[src/rtl/bio_pkg.sv]
package bio_pkg;
  typedef enum logic [1:0] {
    ST_IDLE   = 2'd0,
    ST_FIRST  = 2'd1,
    ST_SECOND = 2'd2,
    ST_GAP    = 2'd3
  } bio_state_e;
endpackage

[src/rtl/bio_ctrl.sv]
module bio_ctrl
  import bio_pkg::*;
#(
  parameter int EXTRA_CYCLES = 5
) (
  input  logic       clk,
  input  logic       rst_n,
  input  logic       cmd_valid,
  input  logic       hs,
  input  logic       rep,
  input  logic       last,
  output bio_state_e state,
  output logic       done
);
  localparam int GAP_W = (EXTRA_CYCLES > 1) ? $clog2(EXTRA_CYCLES + 1) : 1;

  logic [GAP_W-1:0] gap_cnt;

  always_ff @(posedge clk) begin
    if (!rst_n) begin
      state   <= ST_IDLE;
      gap_cnt <= '0;
      done    <= 1'b0;
    end else begin
      done <= 1'b0;
      case (state)
        ST_IDLE:  if (cmd_valid) state <= ST_FIRST;
        ST_FIRST: if (hs) state <= ST_SECOND;
        ST_SECOND: begin
          if (hs) begin
            if (!rep || last) begin
              state <= ST_IDLE;
              done  <= 1'b1;
            end else begin
              state   <= ST_GAP;
              gap_cnt <= GAP_W'(EXTRA_CYCLES - 1);
            end
          end
        end
        default: begin
          if (gap_cnt == '0) state <= ST_FIRST;
          else gap_cnt <= gap_cnt - 1'b1;
        end
      endcase
    end
  end
endmodule

[src/rtl/bio_regs.sv]
module bio_regs #(
  parameter int ADDR_W = 16,
  parameter int CNT_W  = 8,
  parameter int DATA_W = 8,
  parameter int FLAG_W = 8,
  parameter int N_BIT  = 1,
  parameter int Z_BIT  = 6
) (
  input  logic                clk,
  input  logic                rst_n,
  input  logic                load,
  input  logic                to_port_in,
  input  logic                down_in,
  input  logic                rep_in,
  input  logic [ADDR_W-1:0]   hl_in,
  input  logic [ADDR_W-1:0]   bc_in,
  input  logic                cap,
  input  logic [DATA_W-1:0]   cap_data,
  input  logic                step,
  output logic [ADDR_W-1:0]   hl,
  output logic [CNT_W-1:0]    b,
  output logic [ADDR_W-CNT_W-1:0] c,
  output logic [DATA_W-1:0]   data,
  output logic [FLAG_W-1:0]   flags,
  output logic                to_port,
  output logic                down,
  output logic                rep,
  output logic                last
);
  localparam int C_W = ADDR_W - CNT_W;

  logic [FLAG_W-1:0] flag_nxt;

  for (genvar i = 0; i < FLAG_W; i++) begin : g_flag
    if (i == N_BIT) begin : g_n
      assign flag_nxt[i] = 1'b1;
    end else if (i == Z_BIT) begin : g_z
      assign flag_nxt[i] = (b == CNT_W'(1));
    end else begin : g_zero
      assign flag_nxt[i] = 1'b0;
    end
  end

  // Memory-to-port transfers have already decremented B by the second phase.
  assign last = to_port ? (b == '0) : (b == CNT_W'(1));

  always_ff @(posedge clk) begin
    if (!rst_n) begin
      hl      <= '0;
      b       <= '0;
      c       <= '0;
      data    <= '0;
      flags   <= '0;
      to_port <= 1'b0;
      down    <= 1'b0;
      rep     <= 1'b0;
    end else begin
      if (load) begin
        hl      <= hl_in;
        b       <= bc_in[ADDR_W-1:C_W];
        c       <= bc_in[C_W-1:0];
        to_port <= to_port_in;
        down    <= down_in;
        rep     <= rep_in;
      end
      if (cap) data <= cap_data;
      if (step) begin
        hl    <= down ? hl - ADDR_W'(1) : hl + ADDR_W'(1);
        b     <= b - CNT_W'(1);
        flags <= flag_nxt;
      end
    end
  end
endmodule

[src/rtl/blk_io_seq.sv]
module blk_io_seq
  import bio_pkg::*;
#(
  parameter int ADDR_W       = 16,
  parameter int CNT_W        = 8,
  parameter int DATA_W       = 8,
  parameter int FLAG_W       = 8,
  parameter int N_BIT        = 1,
  parameter int Z_BIT        = 6,
  parameter int EXTRA_CYCLES = 5
) (
  input  logic              clk,
  input  logic              rst_n,
  input  logic              cmd_valid,
  output logic              cmd_ready,
  input  logic              cmd_to_port,
  input  logic              cmd_down,
  input  logic              cmd_repeat,
  input  logic [ADDR_W-1:0] cmd_hl,
  input  logic [ADDR_W-1:0] cmd_bc,
  output logic              io_valid,
  output logic              io_write,
  output logic [ADDR_W-1:0] io_addr,
  output logic [DATA_W-1:0] io_wdata,
  input  logic [DATA_W-1:0] io_rdata,
  input  logic              io_ready,
  output logic              mem_valid,
  output logic              mem_write,
  output logic [ADDR_W-1:0] mem_addr,
  output logic [DATA_W-1:0] mem_wdata,
  input  logic [DATA_W-1:0] mem_rdata,
  input  logic              mem_ready,
  output logic              busy,
  output logic              done,
  output logic [ADDR_W-1:0] hl_out,
  output logic [ADDR_W-1:0] bc_out,
  output logic [FLAG_W-1:0] flags_out
);
  localparam int C_W = ADDR_W - CNT_W;

  bio_state_e        state;
  logic              mode_to_port, mode_down, mode_rep, last;
  logic [CNT_W-1:0]  b_q;
  logic [C_W-1:0]    c_q;
  logic [DATA_W-1:0] data_q;
  logic              io_hs, mem_hs, hs, load, cap;
  logic [DATA_W-1:0] cap_data;

  assign busy      = (state != ST_IDLE);
  assign cmd_ready = !busy;
  assign load      = cmd_valid && cmd_ready;

  assign io_valid  = (state == ST_FIRST  && !mode_to_port) ||
                     (state == ST_SECOND &&  mode_to_port);
  assign mem_valid = (state == ST_FIRST  &&  mode_to_port) ||
                     (state == ST_SECOND && !mode_to_port);
  assign io_write  = mode_to_port;
  assign mem_write = !mode_to_port;
  assign io_addr   = {b_q, c_q};
  assign mem_addr  = hl_out;
  assign io_wdata  = data_q;
  assign mem_wdata = data_q;
  assign bc_out    = {b_q, c_q};

  assign io_hs    = io_valid && io_ready;
  assign mem_hs   = mem_valid && mem_ready;
  assign hs       = io_hs || mem_hs;
  assign cap      = (state == ST_FIRST) && hs;
  assign cap_data = mode_to_port ? mem_rdata : io_rdata;

  bio_ctrl #(.EXTRA_CYCLES(EXTRA_CYCLES)) u_ctrl (
    .clk       (clk),
    .rst_n     (rst_n),
    .cmd_valid (cmd_valid),
    .hs        (hs),
    .rep       (mode_rep),
    .last      (last),
    .state     (state),
    .done      (done)
  );

  bio_regs #(
    .ADDR_W (ADDR_W), .CNT_W (CNT_W), .DATA_W (DATA_W),
    .FLAG_W (FLAG_W), .N_BIT (N_BIT), .Z_BIT (Z_BIT)
  ) u_regs (
    .clk        (clk),
    .rst_n      (rst_n),
    .load       (load),
    .to_port_in (cmd_to_port),
    .down_in    (cmd_down),
    .rep_in     (cmd_repeat),
    .hl_in      (cmd_hl),
    .bc_in      (cmd_bc),
    .cap        (cap),
    .cap_data   (cap_data),
    .step       (mem_hs),
    .hl         (hl_out),
    .b          (b_q),
    .c          (c_q),
    .data       (data_q),
    .flags      (flags_out),
    .to_port    (mode_to_port),
    .down       (mode_down),
    .rep        (mode_rep),
    .last       (last)
  );
endmodule

[config.mk]
export PLATFORM = sky130hd
export DESIGN_NAME = blk_io_seq
export DESIGN_NICKNAME = d
export VERILOG_FILES = /design/src/rtl/bio_pkg.sv /design/src/rtl/bio_ctrl.sv /design/src/rtl/bio_regs.sv /design/src/rtl/blk_io_seq.sv
export SDC_FILE = /design/constraint.sdc
export NUM_CORES = 1
export LEC_CHECK = 0
export BUFFER_PORTS_ARGS = -buffer_cell sky130_fd_sc_hd__clkbuf_2
export CAP_MARGIN = 20
export CORE_MARGIN = 3
export CORE_UTILIZATION = 44
export DETAILED_ROUTE_END_ITERATION = 10
export PLACE_DENSITY = 0.85
export RECOVER_POWER = 25
export SETUP_SLACK_MARGIN = 0.5
export SYNTH_ARGS = -nofsm -noshare
export SYNTH_HDL_FRONTEND = slang
export SYNTH_SLANG_ARGS = --single-unit
[constraint.sdc]
create_clock -name clk -period 2.2 [get_ports clk]
set_input_delay 0.33 -clock clk [delete_from_list [all_inputs] [get_ports clk]]
set_output_delay 0.33 -clock clk [all_outputs]
set_load 0.03 [all_outputs]
==> results.md <==
- Synthesized area per cell: 7.93 um^2
- Starting DRT DRC Count: 350
- CTS root buf: clkbuf_8
- Vias in the first global route: 3760
- Vias per cell: 5.97
- CP startpoint kind: register
- RD Place Congestion: 0.881
- Worst Reg-to-Reg Cells: 7
- Longest Clk Path Bufs: 2
- Worst-path clk slew: 0.11 ns
- Vias: 4228
- R2R Path End: u_regs.hl[15]$_SDFFE_PN0P_
- I/O pin total: 151
- CP max stage cell: a221oi_1
- Yosys cell types: 64
- Critical path's most frequent cell: a21oi_1
- Critical path required time: 2.41 ns
- Switching Share: 0.493
- Initial antenna violation count: 0
- Initial Util: 0.463
- Status: completed
- Sequential power share: 0.249
- HPWL after DPL: 7640 um
- Clk pwr share: 0.116
- Max-slew violations: 0
- Routed wire length: 14100 um
- Die Area: 9420 um^2
- Area leader, netlist: dfxtp_1
- Post-DRT Antenna Nets: 0
- Pwr per Cell Area: 1020 nW/um^2
- Die Ht: 97.1 um
- Synth Instances: 460
- CTS Buf Count: 5
- Worst Path Buf+Inv: 1
- Post-route minimum period: 2.11 ns
- Total gr overflow: 0
- Final hold vios: 0
- Final Cycle Share: 0.957
- Critical Path Start: u_regs.down$_SDFFE_PN0P_
- Post-Syn Area: 3650 um^2
- P_int: 2.78 mW
- Cell Chain, Critical Path: buf_12 -> ha_4 -> a21oi_1 -> nand2_1 -> a221oi_1 -> a21oi_1 -> o311a_1
- Skew-Pair Late Insertion Delay: 0.32 ns
- Critical Path AT: 2.32 ns
- Endpoints failing setup: 0
- Core ar.: 7890 um^2
- Antenna fix cells: 0
- Post-route cell area: 5390 um^2
- #FFs+latches synth: 51
- Critical path depth in cells: 7
- VDD IR max: 0.365 mV
- Top post-synthesis cells by area: dfxtp_1 (28%), buf_4 (9.7%), nand2_1 (7.3%), ha_1 (7.2%), a21oi_1 (5.2%)
- Largest net degree at the start of global routing: 24
- Final Skew: 0.0153 ns
- Cell family with most CP delay: compound AO/OA/AOI/OAI gates
- Max_cap viols: 0
- Share of Yosys cell area claimed by the top area cell type: 0.280
- Area Overhead vs Synth: 47.7%
- Critical path type: reg -> reg
- Fmax: 475 MHz
- CP Capture Type: register
- Asr flop ratio synth: 0
- Per-cell routed wire length: 19.9 um
- First-pass GRT wire length: 18200 um
- Slew @ Worst Pin: 0.592 ns
- Leak pwr: 2.26 nW
- Post-CTS Hold Buffers: 0
- Worst reg2reg setup slack: 0.09 ns
- Die X: 97.1 um
- Remaining DRCs: 0
- Combinational share of power: 0.634
- Std-Cell Rows: 32
- Clk sinks: 51
- Worst-path fanout max: 7
- Unrepaired setup endpoints after global routing: yes
- GRT Overall Usage: 0.227
- Share of layout cells above drive strength 1: 0.480
- FF-to-FF Start: u_regs.down$_SDFFE_PN0P_
- Number of enable flip-flop cells after synthesis: 0
- Placed standard-cell area: 4230 um^2
- Top FF cell, synth: dfxtp_1
- Fin nets: 683
- Slowest cell delay on critical path: 0.41 ns
- Tightest Hold Check Type: in -> reg
- Warnings from Yosys: 0
- Setup TNS: 0 ns
- Sw power: 2.70 mW
- Register area share after synthesis: 0.280
- PortBufs: 144
- H-tree levels: 2
- CTS tree: done
- Crit path to: u_regs.hl[15]$_SDFFE_PN0P_
- Pre-antenna DRT Iters: 6
- Slew HR: 0.602
==> synthesized netlist by cell type, types with 2 or more instances <==
library cell / instances
o31ai_1: 4
nand2b_1: 6
a2111oi_2: 2
buf_1: 3
ha_1: 21
nor4_1: 4
a211oi_1: 14
a311oi_1: 4
dfxtp_1: 51
or3_1: 3
nand2_1: 71
nand3_1: 12
o2111a_1: 3
mux2i_1: 13
o21a_1: 2
o311a_1: 2
clkbuf_1: 10
a21oi_1: 38
buf_6: 3
inv_1: 18
o21ai_1: 2
o311ai_1: 2
xnor2_1: 2
and3_1: 8
a221oi_1: 5
mux2_2: 2
o211ai_1: 6
nor2_1: 31
a41o_1: 2
mux2_4: 2
xor2_1: 6
buf_4: 47
nor3_1: 9
o21ai_0: 10
a21o_1: 7
buf_2: 7
==> worst min path at each step <==
| stage | from | to | slack, ns | cells after the start |
|---|---|---|---|---|
| after floorplan | cmd_down | u_regs.down$_SDFFE_PN0P_ | 0.46 | 2 |
| after global placement | u_regs.c[2]$_SDFFE_PN0P_ | u_regs.c[2]$_SDFFE_PN0P_ | 0.45 | 2 |
| after detailed placement | u_regs.c[0]$_SDFFE_PN0P_ | u_regs.c[0]$_SDFFE_PN0P_ | 0.47 | 2 |
| after CTS | cmd_bc[2] | u_regs.c[2]$_SDFFE_PN0P_ | 0.23 | 3 |
| after global routing | cmd_bc[0] | u_regs.c[0]$_SDFFE_PN0P_ | 0.23 | 3 |
| final | cmd_bc[5] | u_regs.c[5]$_SDFFE_PN0P_ | 0.23 | 3 |
==> cell families after synthesis <==
group | after synthesis | share of synthesized area
mux | 17 | 0.0501
flops | 51 | 0.280
compound gates | 116 | 0.225
other cells | 1 | 0.00103
xor+xnor | 8 | 0.0192
fa+ha+maj | 22 | 0.0775
simple gates | 157 | 0.200
buf+inv | 88 | 0.147
==> cell type report <==
class / instances / area [um^2]
flip-flops and latches: 51 / 1070
clock buffers: 7 / 96.3
clock inverters: 1 / 7.51
well taps: 102 / 128
repair buffers: 203 / 1310
fillers: 578 / 2500
inverters: 18 / 75.1
multi-input cells: 326 / 2710
==> cell usage in the layout, fill, tap and decap left out, drive strengths merged, types with 5 or more instances in the layout <==
master / n
a211oi: 14
a21o: 7
a21oi: 38
a221oi: 6
and3: 8
buf: 58
clkbuf: 152
conb: 6
dfxtp: 51
ha: 21
inv: 18
mux2i: 13
nand2: 72
nand2b: 6
nand3: 12
nor2: 32
nor3: 9
nor4: 5
o211ai: 6
o21ai: 13
o31ai: 5
xor2: 6
==> layer usage <==
| metal | wire length [um] | global-route usage | vias to the layer above |
|---|---|---|---|
| li1 | - | - | 1887 |
| met3 | 1150 | 0.0431 | 74 |
| met5 | 0 | 0 | - |
| met2 | 7070 | 0.401 | 307 |
| met1 | 5040 | 0.272 | 1960 |
| met4 | 831 | 0.0896 | 0 |
==> tightest hold or removal path, cell delays in order <==
cell	delay (ns)
clkbuf_2	0.08
nand2_1	0.04
a21oi_1	0.05
==> registers in the layout, indices dropped and copies added, names as in the netlist <==
register / count
u_regs.flags: 2
u_ctrl.state: 2
u_regs.down: 1
u_ctrl.done: 1
u_regs.to_port: 1
u_regs.hl: 16
u_regs.b: 8
u_ctrl.gap_cnt: 3
u_regs.data: 8
u_regs.rep: 1
u_regs.c: 8
==> stage by stage <==
| step | utilization | total power [mW] | hold WS, ns | instances | setup slack, ns |
|---|---|---|---|---|---|
| after floorplan | - | 3.31 | 0.456 | 465 | 0.241 |
| after global placement | 0.536 | 3.71 | 0.454 | 654 | 0.180 |
| after detailed placement | 0.536 | 3.77 | 0.467 | 654 | 0.140 |
| after CTS | 0.602 | 4.70 | 0.226 | 681 | 0.210 |
| after global routing | 0.683 | 5.74 | 0.228 | 708 | 0.110 |
| final | 0.683 | 5.48 | 0.231 | 708 | 0.0945 |
==> timing repair <==
item	in CTS	in global routing
cloned	0	3
setup endpoints to repair	44	39
setup buffers	19	24
resized for setup	50	89
pin swaps	17	47
==> power by group through the flow <==
stage	Combinational, mW	Clock, mW	Sequential, mW
detailed placement	2.42	0	1.35
floorplan	1.72	0	1.59
finish	3.48	0.638	1.37
global route	3.67	0.673	1.39
CTS	2.73	0.636	1.33
global placement	2.38	0	1.33
Note: power is estimated with default switching activity, not from simulation.
